File: src/rtl/tcp_pkg.sv
package tcp_pkg;

    typedef enum logic [2:0] {
        OM_FREEZE = 3'b000,
        OM_SET    = 3'b001,
        OM_CLEAR  = 3'b010,
        OM_TOGGLE = 3'b011,
        OM_LOW    = 3'b100,
        OM_HIGH   = 3'b101,
        OM_PWM0   = 3'b110,
        OM_PWM1   = 3'b111
    } out_mode_e;

endpackage

File: src/rtl/tcp_counter.sv
module tcp_counter #(
    parameter int W = 16
) (
    input  logic         clk,
    input  logic         rst_n,
    input  logic         en,
    input  logic         dir_down,
    input  logic [W-1:0] period,
    output logic [W-1:0] cnt_q,
    output logic [W-1:0] cnt_nxt,
    output logic         ovf_q
);

    localparam logic [W-1:0] ONE = {{(W-1){1'b0}}, 1'b1};

    logic wrap;

    // next-value logic: wrap on reaching the terminal value for the direction
    always_comb begin
        wrap    = 1'b0;
        cnt_nxt = cnt_q;
        if (en) begin
            if (dir_down) begin
                wrap    = (cnt_q == '0);
                cnt_nxt = wrap ? period : cnt_q - ONE;
            end else begin
                wrap    = (cnt_q >= period);
                cnt_nxt = wrap ? '0 : cnt_q + ONE;
            end
        end
    end

    always_ff @(posedge clk) begin
        if (!rst_n) begin
            cnt_q <= '0;
            ovf_q <= 1'b0;
        end else begin
            cnt_q <= cnt_nxt;
            ovf_q <= wrap;
        end
    end

    assert_hold_R4: assert property (@(posedge clk) disable iff (!rst_n)
        !en |=> (cnt_q == $past(cnt_q)) && !ovf_q);

    assert_wrap_up_R2: assert property (@(posedge clk) disable iff (!rst_n)
        ovf_q && $past(!dir_down) |-> cnt_q == '0);

    assert_reload_down_R3: assert property (@(posedge clk) disable iff (!rst_n)
        ovf_q && $past(dir_down) |-> cnt_q == $past(period));

endmodule

File: src/rtl/tcp_compare.sv
module tcp_compare #(
    parameter int W = 16
) (
    input  logic         en,
    input  logic         dir_down,
    input  logic [W-1:0] cnt_nxt,
    input  logic [W-1:0] cmp,
    output logic         hit,
    output logic         pwm0_lvl
);

    // a hit only counts when the counter actually steps onto the threshold
    always_comb begin
        hit = en && (cnt_nxt == cmp);
        if (cmp == '0)
            pwm0_lvl = 1'b0;
        else if (dir_down)
            pwm0_lvl = (cnt_nxt <= cmp);
        else
            pwm0_lvl = (cnt_nxt < cmp);
    end

endmodule

File: src/rtl/tcp_outctl.sv
module tcp_outctl
    import tcp_pkg::*;
(
    input  logic       clk,
    input  logic       rst_n,
    input  logic [2:0] mode,
    input  logic       hit,
    input  logic       pwm0_lvl,
    output logic       prep_q,
    output logic       match_q
);

    out_mode_e act;
    logic      prep_nxt;

    assign act = out_mode_e'(mode);

    always_comb begin
        prep_nxt = prep_q;
        unique case (act)
            OM_FREEZE: prep_nxt = prep_q;
            OM_SET:    if (hit) prep_nxt = 1'b1;
            OM_CLEAR:  if (hit) prep_nxt = 1'b0;
            OM_TOGGLE: if (hit) prep_nxt = ~prep_q;
            OM_LOW:    prep_nxt = 1'b0;
            OM_HIGH:   prep_nxt = 1'b1;
            OM_PWM0:   prep_nxt = pwm0_lvl;
            OM_PWM1:   prep_nxt = ~pwm0_lvl;
        endcase
    end

    always_ff @(posedge clk) begin
        if (!rst_n) begin
            prep_q  <= 1'b0;
            match_q <= 1'b0;
        end else begin
            prep_q  <= prep_nxt;
            match_q <= hit;
        end
    end

    assert_freeze_R6: assert property (@(posedge clk) disable iff (!rst_n)
        mode == 3'b000 |=> $stable(prep_q));

    assert_force_low_R9: assert property (@(posedge clk) disable iff (!rst_n)
        mode == 3'b100 |=> !prep_q);

    assert_force_high_R9: assert property (@(posedge clk) disable iff (!rst_n)
        mode == 3'b101 |=> prep_q);

endmodule

File: src/rtl/tcp_channel.sv
module tcp_channel #(
    parameter int CNT_W = 16
) (
    input  logic             clk,
    input  logic             rst_n,
    input  logic             en,
    input  logic             dir_down,
    input  logic [CNT_W-1:0] period,
    input  logic [CNT_W-1:0] cmp,
    input  logic [2:0]       mode,
    output logic [CNT_W-1:0] count,
    output logic             prep,
    output logic             match_flag,
    output logic             ovf_flag
);

    logic [CNT_W-1:0] cnt_nxt;
    logic             hit;
    logic             pwm0_lvl;

    tcp_counter #(.W(CNT_W)) u_cnt (
        .clk     (clk),
        .rst_n   (rst_n),
        .en      (en),
        .dir_down(dir_down),
        .period  (period),
        .cnt_q   (count),
        .cnt_nxt (cnt_nxt),
        .ovf_q   (ovf_flag)
    );

    tcp_compare #(.W(CNT_W)) u_cmp (
        .en      (en),
        .dir_down(dir_down),
        .cnt_nxt (cnt_nxt),
        .cmp     (cmp),
        .hit     (hit),
        .pwm0_lvl(pwm0_lvl)
    );

    tcp_outctl u_out (
        .clk     (clk),
        .rst_n   (rst_n),
        .mode    (mode),
        .hit     (hit),
        .pwm0_lvl(pwm0_lvl),
        .prep_q  (prep),
        .match_q (match_flag)
    );

    assert_match_aligned_R5: assert property (@(posedge clk) disable iff (!rst_n)
        match_flag |-> count == $past(cmp));

endmodule

File: config.mk
export PLATFORM = sky130hd
export DESIGN_NAME = tcp_channel
export DESIGN_NICKNAME = d
export VERILOG_FILES = /design/src/rtl/tcp_pkg.sv /design/src/rtl/tcp_counter.sv /design/src/rtl/tcp_compare.sv /design/src/rtl/tcp_outctl.sv /design/src/rtl/tcp_channel.sv
export SDC_FILE = /design/constraint.sdc
export NUM_CORES = 1
export LEC_CHECK = 0
export BUFFER_PORTS_ARGS = -buffer_cell sky130_fd_sc_hd__buf_2
export CORE_MARGIN = 1.5
export CORE_UTILIZATION = 49
export DETAILED_ROUTE_END_ITERATION = 10
export PLACE_DENSITY = 0.85
export SETUP_SLACK_MARGIN = 0.02
export SYNTH_ARGS = -nofsm -noshare
export SYNTH_HDL_FRONTEND = slang
export SYNTH_SLANG_ARGS = --single-unit
File: constraint.sdc
create_clock -name clk -period 8.1 [get_ports clk]
set_input_delay 0.405 -clock clk [delete_from_list [all_inputs] [get_ports clk]]
set_output_delay 0.405 -clock clk [all_outputs]
set_load 0.01 [all_outputs]
=== Word-level counts from Yosys, hierarchy flattened ===
Index checks and enable logic that the tools add are counted.

* Add/subtract/negate cells: 2
* Multiply operators: 0
* Div/mod/pow operators: 0
* Order comparisons: 3
* Equality and inequality tests: 11
* Shifts and indexed selects: 0
* Muxes and demuxes: 11
* Bitwise logic cells: 3
* Reductions and logical operators: 6

{| class="wikitable"
|+ Operator list
! kind !! count
|-
| 2-to-1 mux 16 bit || 4
|-
| logical NOT 16 bit || 2
|-
| adder 16 x 1 -> 16 bit, second input constant || 1
|-
| equality test 16 bit || 1
|-
| greater-or-equal comparator 16 bit || 1
|-
| less-or-equal comparator 16 bit || 1
|-
| less-than comparator 16 bit || 1
|-
| subtractor 16 x 1 -> 16 bit, second input constant || 1
|-
| equality test 3 bit, second input constant || 4
|-
| one-hot mux 1 bit (7 select lines) || 1
|-
| equality test 3 x 2 -> 1 bit, second input constant || 2
|-
| 2-to-1 mux 1 bit || 6
|-
| inequality test 2 x 1 -> 1 bit, second input constant || 3
|-
| AND reduction 4 bit || 1
|-
| equality test 3 x 1 -> 1 bit, second input constant || 1
|-
| logical NOT 3 bit || 1
|-
| inverter 1 bit || 3
|-
| AND reduction 2 bit || 1
|-
| logical AND 1 bit || 1
|}

* Bits in registers: 19
* Latch bits: 0
* Memory bits (writable): 0
* Bits in read-only memories: 0
* Bits of input ports: 39
* Output and inout bits: 19
* Word-level logic and storage cells: 40
* Memories kept: 0

=== Depth between registers and ports, before layout ===
Gate-level depths: netlist (run 1).

* Word-level depth: 9
* Mapped depth: 17
* Mapped depth without buffers: 15

=== Cells and area by module ===
From an unflattened synthesis (run 1), not the netlist that was laid out.

* Cells, all modules: 385
* Area total of the unflattened synthesis: 2743.9 um^2

{| class="wikitable"
|+ Modules (own cells, without submodules)
! module !! times used !! cells an instance !! area an instance (um^2) !! seq. area each (um^2)
|-
| tcp_counter || 1 || 314 || 2193.4 || 340.3
|-
| tcp_compare || 1 || 62 || 457.9 || 0.0
|-
| tcp_outctl || 1 || 9 || 92.6 || 40.0
|}

=== Worst setup path before layout (run 1) ===
Ideal clock, no wire load.

* Path type: flip-flop to flip-flop
* Start point: register u_cnt.cnt_q[2]
* End point: register u_out.prep_q
* Setup time: 0.062 ns
* Arrival time: 3.750 ns
* Required time: 8.038 ns
* Path slack: 4.288 ns
* Stages on the path, launching flop included: 17
* Buffers on the path: 3
* Clock period less this slack: 3.812 ns
* Cell sequence: dfxtp_1 > buf_6 > or4_1 > buf_2 > or4_4 > or2_0 > buf_6 > o22a_1 > o22ai_1 > nor2_1 > ha_1 > a21oi_1 > o21ai_0 > a221o_1 > a221o_1 > a211o_1 > nand3_1

* Longest elaborated chain between the ends: 9
* Elaborated cells between the ends (all ways): 20
* Classes of those cells: add/sub: 2; order compare: 3; eq/ne: 4; mux: 7; bitwise: 1; reduce/logical: 3

{| class="wikitable"
|+ RTL lines
! item !! RTL line !! RTL
|-
| start, declared || tcp_counter.sv:9 || <nowiki>output logic [W-1:0] cnt_q,</nowiki>
|-
| start signal, assigned || tcp_counter.sv:38 || <nowiki>cnt_q <= cnt_nxt;</nowiki>
|-
| adder 16 x 1 -> 16 bit, or another cell as far along || tcp_counter.sv:28 || <nowiki>cnt_nxt = wrap ? '0 : cnt_q + ONE;</nowiki>
|-
| 2-to-1 mux 16 bit (on tied branches) || tcp_counter.sv:28, tcp_counter.sv:25 ||
|-
| 2-to-1 mux 16 bit * || tcp_counter.sv:23 || <nowiki>if (dir_down) begin</nowiki>
|-
| 2-to-1 mux 16 bit * || tcp_counter.sv:22 || <nowiki>if (en) begin</nowiki>
|-
| net cnt_nxt[7] || tcp_channel.sv:17 || <nowiki>logic [CNT_W-1:0] cnt_nxt;</nowiki>
|-
| less-than comparator 16 bit or less-or-equal comparator 16 bit (tied branches) || tcp_compare.sv:20, tcp_compare.sv:18 ||
|-
| 2-to-1 mux 1 bit || tcp_compare.sv:17 || <nowiki>else if (dir_down)</nowiki>
|-
| 2-to-1 mux 1 bit || tcp_compare.sv:15 || <nowiki>if (cmp == '0)</nowiki>
|-
| inverter 1 bit || tcp_outctl.sv:28 || <nowiki>OM_PWM1: prep_nxt = ~pwm0_lvl;</nowiki>
|-
| one-hot mux 1 bit (7 select lines) || tcp_outctl.sv:20 || <nowiki>unique case (act)</nowiki>
|-
| end signal, assigned || tcp_outctl.sv:37 || <nowiki>prep_q <= prep_nxt;</nowiki>
|-
| end, declared || tcp_outctl.sv:9 || <nowiki>output logic prep_q,</nowiki>
|}

The timed path passes the listed nets; every way through them passes the cells marked *.
A chain may end at the register's enable or synchronous reset.

=== Worst setup path after layout (run 1) ===
* Start point: register u_cnt.cnt_q[0]
* End point: register u_out.prep_q

Same word-level chain as after synthesis.

==> results of run 1 <==
-- synth_stat cells, types with 2 or more instances --
master     number  area share [%]
a21oi_1        22             4.5
a211oi_1        4             1.2
o2111ai_1       3             1.1
a21o_1          3            0.92
o21a_1          3            0.92
ha_1           34              17
a221o_1         3             1.2
a211o_1         3             1.1
buf_4           2            0.61
and3_1          5             1.3
o22a_1          2            0.71
a31oi_1         5             1.3
xor2_1          5             1.8
nand2_1        34             5.2
nand4_1        10             2.5
nor2_1         17             2.6
inv_1          44             6.7
nand3_1        13             2.6
nor4_1         11             2.8
or3_1           3            0.76
dfxtp_1        19              15
clkbuf_1       13             2.0
or4_1           5             1.5
o21ai_0        17             3.5
buf_6           2            0.92
a2111oi_0       2            0.71
and2_1         10             2.5
or2_2           4             1.0
a41oi_1         2            0.71
and4_1          3             1.1
nor3_1         14             2.8
o211ai_1        3            0.92
o311ai_0        2            0.71
buf_2           2            0.41
o22ai_1         4             1.0
-- sequential cells by signal, summed over array words and instances, names as in the netlist --
signal / cells
u_out.match_q: 1
u_out.prep_q: 1
u_cnt.ovf_q: 1
u_cnt.cnt_q: 16
-- critical path: stages (launching register included) --
cell       delay [ps]
dfxtp_1           540
inv_1             140
ha_1              290
nand2b_1          140
a2111oi_0         380
a2111oi_0         170
o21ai_0          1060
o2111ai_1         300
nand2_1           160
ha_1              260
a21oi_1           170
nand2_1            90
a221o_1           340
a221o_1           330
a211o_1           270
nand3_1            80
-- where the power goes --
| group | total (mW) | internal [mW] | switching, mW |
|---|---|---|---|
| Clock | 0.0686 | 0.0351 | 0.0335 |
| Combinational | 0.326 | 0.136 | 0.190 |
| Sequential | 0.143 | 0.108 | 0.0348 |
| Total | 0.538 | 0.280 | 0.258 |
-- cell type report --
| class | count | area (sq um) |
|---|---|---|
| multi-input combinational | 267 | 1813 |
| tap | 67 | 83.83 |
| timing repair buffer | 57 | 285.3 |
| inverter | 44 | 165.2 |
| fill | 483 | 2013 |
| clock buffer | 4 | 45.04 |
| sequential | 19 | 380.4 |
-- logic make-up (layout without fill, tap and decap cells) --
kind of cell,count (synthesis),after routing
compound gates,89,89
fa+ha+maj,34,34
mux,1,1
simple gates,137,137
xor+xnor,6,6
flops,19,19
buf+inv,64,105
-- layer usage --
layer / vias up / share of wire (%)
met5: - / 0
met4: 0 / 1.3
met3: 11 / 9.6
met2: 168 / 47
met1: 1277 / 42
li1: 1372 / -
-- worst paths after layout --
| path | cells past startpoint | slack [ps] | startpoint | to |
|---|---|---|---|---|
| max | 15 | 3320 | u_cnt.cnt_q[0] | u_out.prep_q |
| min | 3 | 460 | mode[2] | u_out.prep_q |
| max reg2reg | 15 | 3320 | u_cnt.cnt_q[0] | u_out.prep_q |
| min reg2reg | 2 | 620 | u_cnt.cnt_q[15] | u_cnt.cnt_q[15] |
-- cell usage in the layout, fill, tap and decap left out, types with 10 or more instances in the layout --
cell type and count:
nand3_1 13, buf_2 57, nand4_1 10, a21oi_1 22, nor3_1 14, nor4_1 11
nand2_1 34, inv_1 44, and2_1 10, ha_1 34, nor2_1 17, o21ai_0 17
dfxtp_1 19
==> results.toml, run 1 <==
[timing]
hold_ws_ps = 455.8
setup_viol = 0
relSlewSlack_pct = 10.35
grt_setup_unrepaired = "no"
hold_viol_final = 0
fin_crit_sh_pct = 59.03
slew_viol_final = 0
worst_clock_skew_ps = 7.965
fin_crit_ps = 4781
worst_pin_slew_ps = 1331
timing.setup.tns_ps = 0
worst_slack_ps = 3319
fmax_mhz = 209.1

[global_routing]
grt-ovfl-total = 0
grt_busiest_layer = "met2"
track_usage_pct = 27.03
grt_max_degree = 20
grt_pass1_wl_um = 11470
use_met1_pct = 37.92
grt_util_met2_pct = 44.04
antenna_found_initial = 0
grt_use_met3_pct = 2.606
grt_pass1_vias = 2427

[status]
outcome = "finished clean"

[drt]
remaining_drc_errors = 0
routed_via_density = 6.175
drt-initial-drc-count = 454
wl_per_cell_um = 15.90
finalWirelength_um = 7281
ant_nets = 0
first_pass_iters = 8
vias = 2828

[setup_path]
crit_type = "flop to flop"
worstPathArrival_ps = 4980
worstSetupStartpointType = "flop"
crit_required_ps = 8300
cp-end-kind = "flop"
cp_max_fo = 12

[yosys]
yosysSeqAreaShare_pct = 15.46
netlist_area_sq_um = 2460
synth_simple_gate_area_share_pct = 29.45
synthCells = 350
synth_seq_cells = 19
synth_top_family_by_area = "simple AND/OR/NAND/NOR gates"
synth_fa_ha_area_share_pct = 17.29
synth-xor-area-share_pct = 2.136
synthMuxAreaShare_pct = 0.4069
synth_cell_types = 57
yosysWarnings = 0
synthArstFlopShare_pct = 0
ys.flop_type = "dfxtp_1"
synth-compound-area-share_pct = 24.42
synth-edff-count = 0
syn_avg_cell_area_sq_um = 7.028
syn_nets = 423

[placement]
pre_cts_slack_ps = 3440
dp_cells = 454
gp_congestion = 0.9982
hpwl_um = 5805
port_buffers = 57
placed_area_sq_um = 2728

[hold_path]
worstHoldPathType = "input pin to flop"

[die]
initial_core_util_pct = 51.40
die_w_um = 73.85
die_y_um = 73.85
die_area_sq_um = 5454
io-pin-count = 58
design.core.area_sq_um = 4786
rows = 25

[final_layout]
stdcell_area_sq_um = 2773
area_growth_pct = 12.72
nets = 465
layout-drive-gt1-share_pct = 16.88
final_core_util_pct = 57.93
final-instance-count-excl-fill = 458
antenna_cells = 0

[clock_network]
path_clk_slew_ps = 80
cts_setup_buffers = 0
cts_hold_buf = 0
clk_path_buf_depth = 2
cts_inserted_buffers = 3
cts-resized-gates = 0
clock_latency_ps = 260
cts_max_level = 1
cts_root_buf = "clkbuf_8"
cts.sinks = 19
cts_tree = "built"

[power]
fin_total_pwr_uw = 537.8
p_leak_nw = 1.448
peakVddDrop_v = 0.00008042
power.density_nw_per_um2 = 194.0

[flow_run]
cap_violations = 0
Note: power is estimated with default switching activity, not from simulation.
==> run 2: changes to the inputs <==
--- a/config.mk
+++ b/config.mk
@@ -9,7 +9,7 @@
 export CORE_MARGIN = 1.5
 export CORE_UTILIZATION = 49
 export DETAILED_ROUTE_END_ITERATION = 10
-export PLACE_DENSITY = 0.85
+export PLACE_DENSITY = 0.88
 export SETUP_SLACK_MARGIN = 0.02
 export SYNTH_ARGS = -nofsm -noshare
 export SYNTH_HDL_FRONTEND = slang
==> constraint.sdc (replaced) <==
create_clock -name clk -period 3.9 [get_ports clk]
set_input_delay 0.195 -clock clk [delete_from_list [all_inputs] [get_ports clk]]
set_output_delay 0.195 -clock clk [all_outputs]
set_load 0.01 [all_outputs]
==> results.toml, run 2 (same netlist as run 1, synthesis figures left out) <==
[timing]
fmax_mhz = 263.7
setup_viol = 0
hold_ws_ps = 220.0
worst_clock_skew_ps = 2.495
fin_crit_sh_pct = 97.23
hold_viol_final = 0
fin_crit_ps = 3792
grt_setup_unrepaired = "no"
slew_viol_final = 0
relSlewSlack_pct = 63.28
timing.setup.tns_ps = 0
worst_pin_slew_ps = 550.3

[setup_path]
cp-end-kind = "flop"
cp_max_fo = 7
reg2reg_from = "u_cnt.cnt_q[5]"
reg2reg_depth = 13
worstPathArrival_ps = 4010
worstSetupStartpointType = "flop"
crit_required_ps = 4120
r2r_setup_slack_ps = 110
r2r-end = "u_out.prep_q"
crit_type = "flop to flop"

[clock_network]
cts_tree = "built"
cts_hold_buf = 0
path_clk_slew_ps = 80
clock_latency_ps = 270
cts_inserted_buffers = 3
cts_root_buf = "clkbuf_8"
cts_max_level = 1
cts.sinks = 19
clk_path_buf_depth = 2

[placement]
hpwl_um = 6438
port_buffers = 57
gp_congestion = 1.010

[power]
cell_internal_pwr_uw = 699.4
peakVddDrop_v = 0.0002137
power_frac_comb_pct = 69.2
netSwitchingPower_uw = 621.5
power.density_nw_per_um2 = 424.6
p_leak_nw = 1.632
seq_power_share_pct = 19.2
power.share.switching_pct = 47.05
pwr-share-clk_pct = 11.7

[die]
die_y_um = 73.85
design.core.area_sq_um = 4786
io-pin-count = 58
die_w_um = 73.85
die_area_sq_um = 5454
initial_core_util_pct = 51.40
rows = 25

[global_routing]
track_usage_pct = 30.35
grt_pass1_vias = 2751
grt_max_degree = 20
grt_pass1_wl_um = 12720
antenna_found_initial = 0
grt_use_met3_pct = 6.722
grt_util_met2_pct = 47.85
grt-ovfl-total = 0
grt_busiest_layer = "met2"
use_met1_pct = 39.23

[final_layout]
nets = 494
area_growth_pct = 26.45
layout_commonest_cell = "buf_2"
final_cell_mix = "buf_2, inv_1, nand2_1, ha_1, buf_4"
fillers = 415
antenna_cells = 0
largest_register_ffs = 16
top_register = "u_cnt.cnt_q"
layout-drive-gt1-share_pct = 27.86

[hold_path]
min_from = "mode[2]"
hold_end = "u_out.prep_q"
worstHoldPathType = "input pin to flop"
whs_path_depth = 3

[drt]
finalWirelength_um = 8405
vias = 3088
wl_per_cell_um = 17.26
drt-initial-drc-count = 463
routed_via_density = 6.341
remaining_drc_errors = 0
ant_nets = 0
first_pass_iters = 6

[status]
outcome = "finished clean"

[flow_run]
cap_violations = 0
==> run 2: cell types whose count changed in the layout (fill, tap and decap cells not counted), sizes merged <==
cell	previous run	this run
buf	57	86
clkbuf	4	3
clkinv	0	1
==> run 2: metrics by stage <==
stage	instance area (sq um)	std cells	power, mW	util, %	setup slack (ps)
after floorplan	2460	350	0.7896	-	88.32
after global placement	2915	479	1.033	60.92	-41.82
after detailed placement	2915	479	1.053	60.92	-107.6
after CTS	2972	483	1.214	62.09	24.75
after global routing	3110	487	1.405	64.99	7.386
final	3110	487	1.321	64.99	107.9
==> run 2: how the worst max path moves through the flow <==
stage                              end  slack, ps           start
after detailed placement  u_out.prep_q       -110  u_cnt.cnt_q[7]
after floorplan           u_out.prep_q         90  u_cnt.cnt_q[2]
final                     u_out.prep_q        110  u_cnt.cnt_q[5]
after global placement    u_out.prep_q        -40  u_cnt.cnt_q[7]
after global routing      u_out.prep_q          7  u_cnt.cnt_q[5]
after CTS                 u_out.prep_q         20  u_cnt.cnt_q[0]
==> run 2: repair_timing <==
action / CTS / global route
setup endpoints to repair: 1 / 1
pin swaps: 0 / 5
resized for setup: 3 / 27
setup buffers: 0 / 4
hold endpoints to repair: 0 / 0
==> run 2: metal layers <==
metal	vias to the layer above	wire length (um)
met4	0	242
met2	250	3848
li1	1431	-
met5	-	0
met3	35	1020
met1	1372	3294
==> run 2: critical path: stages (launching register included) <==
cell	delay, ps
dfxtp_1	340
or4_4	520
or4_4	530
or2_4	260
buf_4	160
o2111ai_1	230
nand2_1	120
ha_1	310
and4_4	230
nand2_2	80
nor4_4	320
a21oi_1	90
or4_1	470
nand3_1	80
==> run 2: final cells by class <==
class / instances / area [sq um] / share of cell area, %
clock inverters: 1 / 5.005 / 0.1609
repair buffers: 86 / 503.0 / 16.17
multi-input cells: 267 / 1929 / 62.03
inverters: 44 / 165.2 / 5.310
clock buffers: 3 / 41.29 / 1.327
well taps: 67 / 83.83 / 2.695
flip-flops and latches: 19 / 382.9 / 12.31
==> run 2: power by group through the flow <==
stage	registers [mW]	clock network, mW	logic (mW)
5_1_grt	0.257	0.163	0.985
6_report	0.253	0.154	0.914
3_3_place_gp	0.254	0	0.780
2_1_floorplan	0.281	0	0.509
4_1_cts	0.250	0.152	0.812
3_5_place_dp	0.254	0	0.799
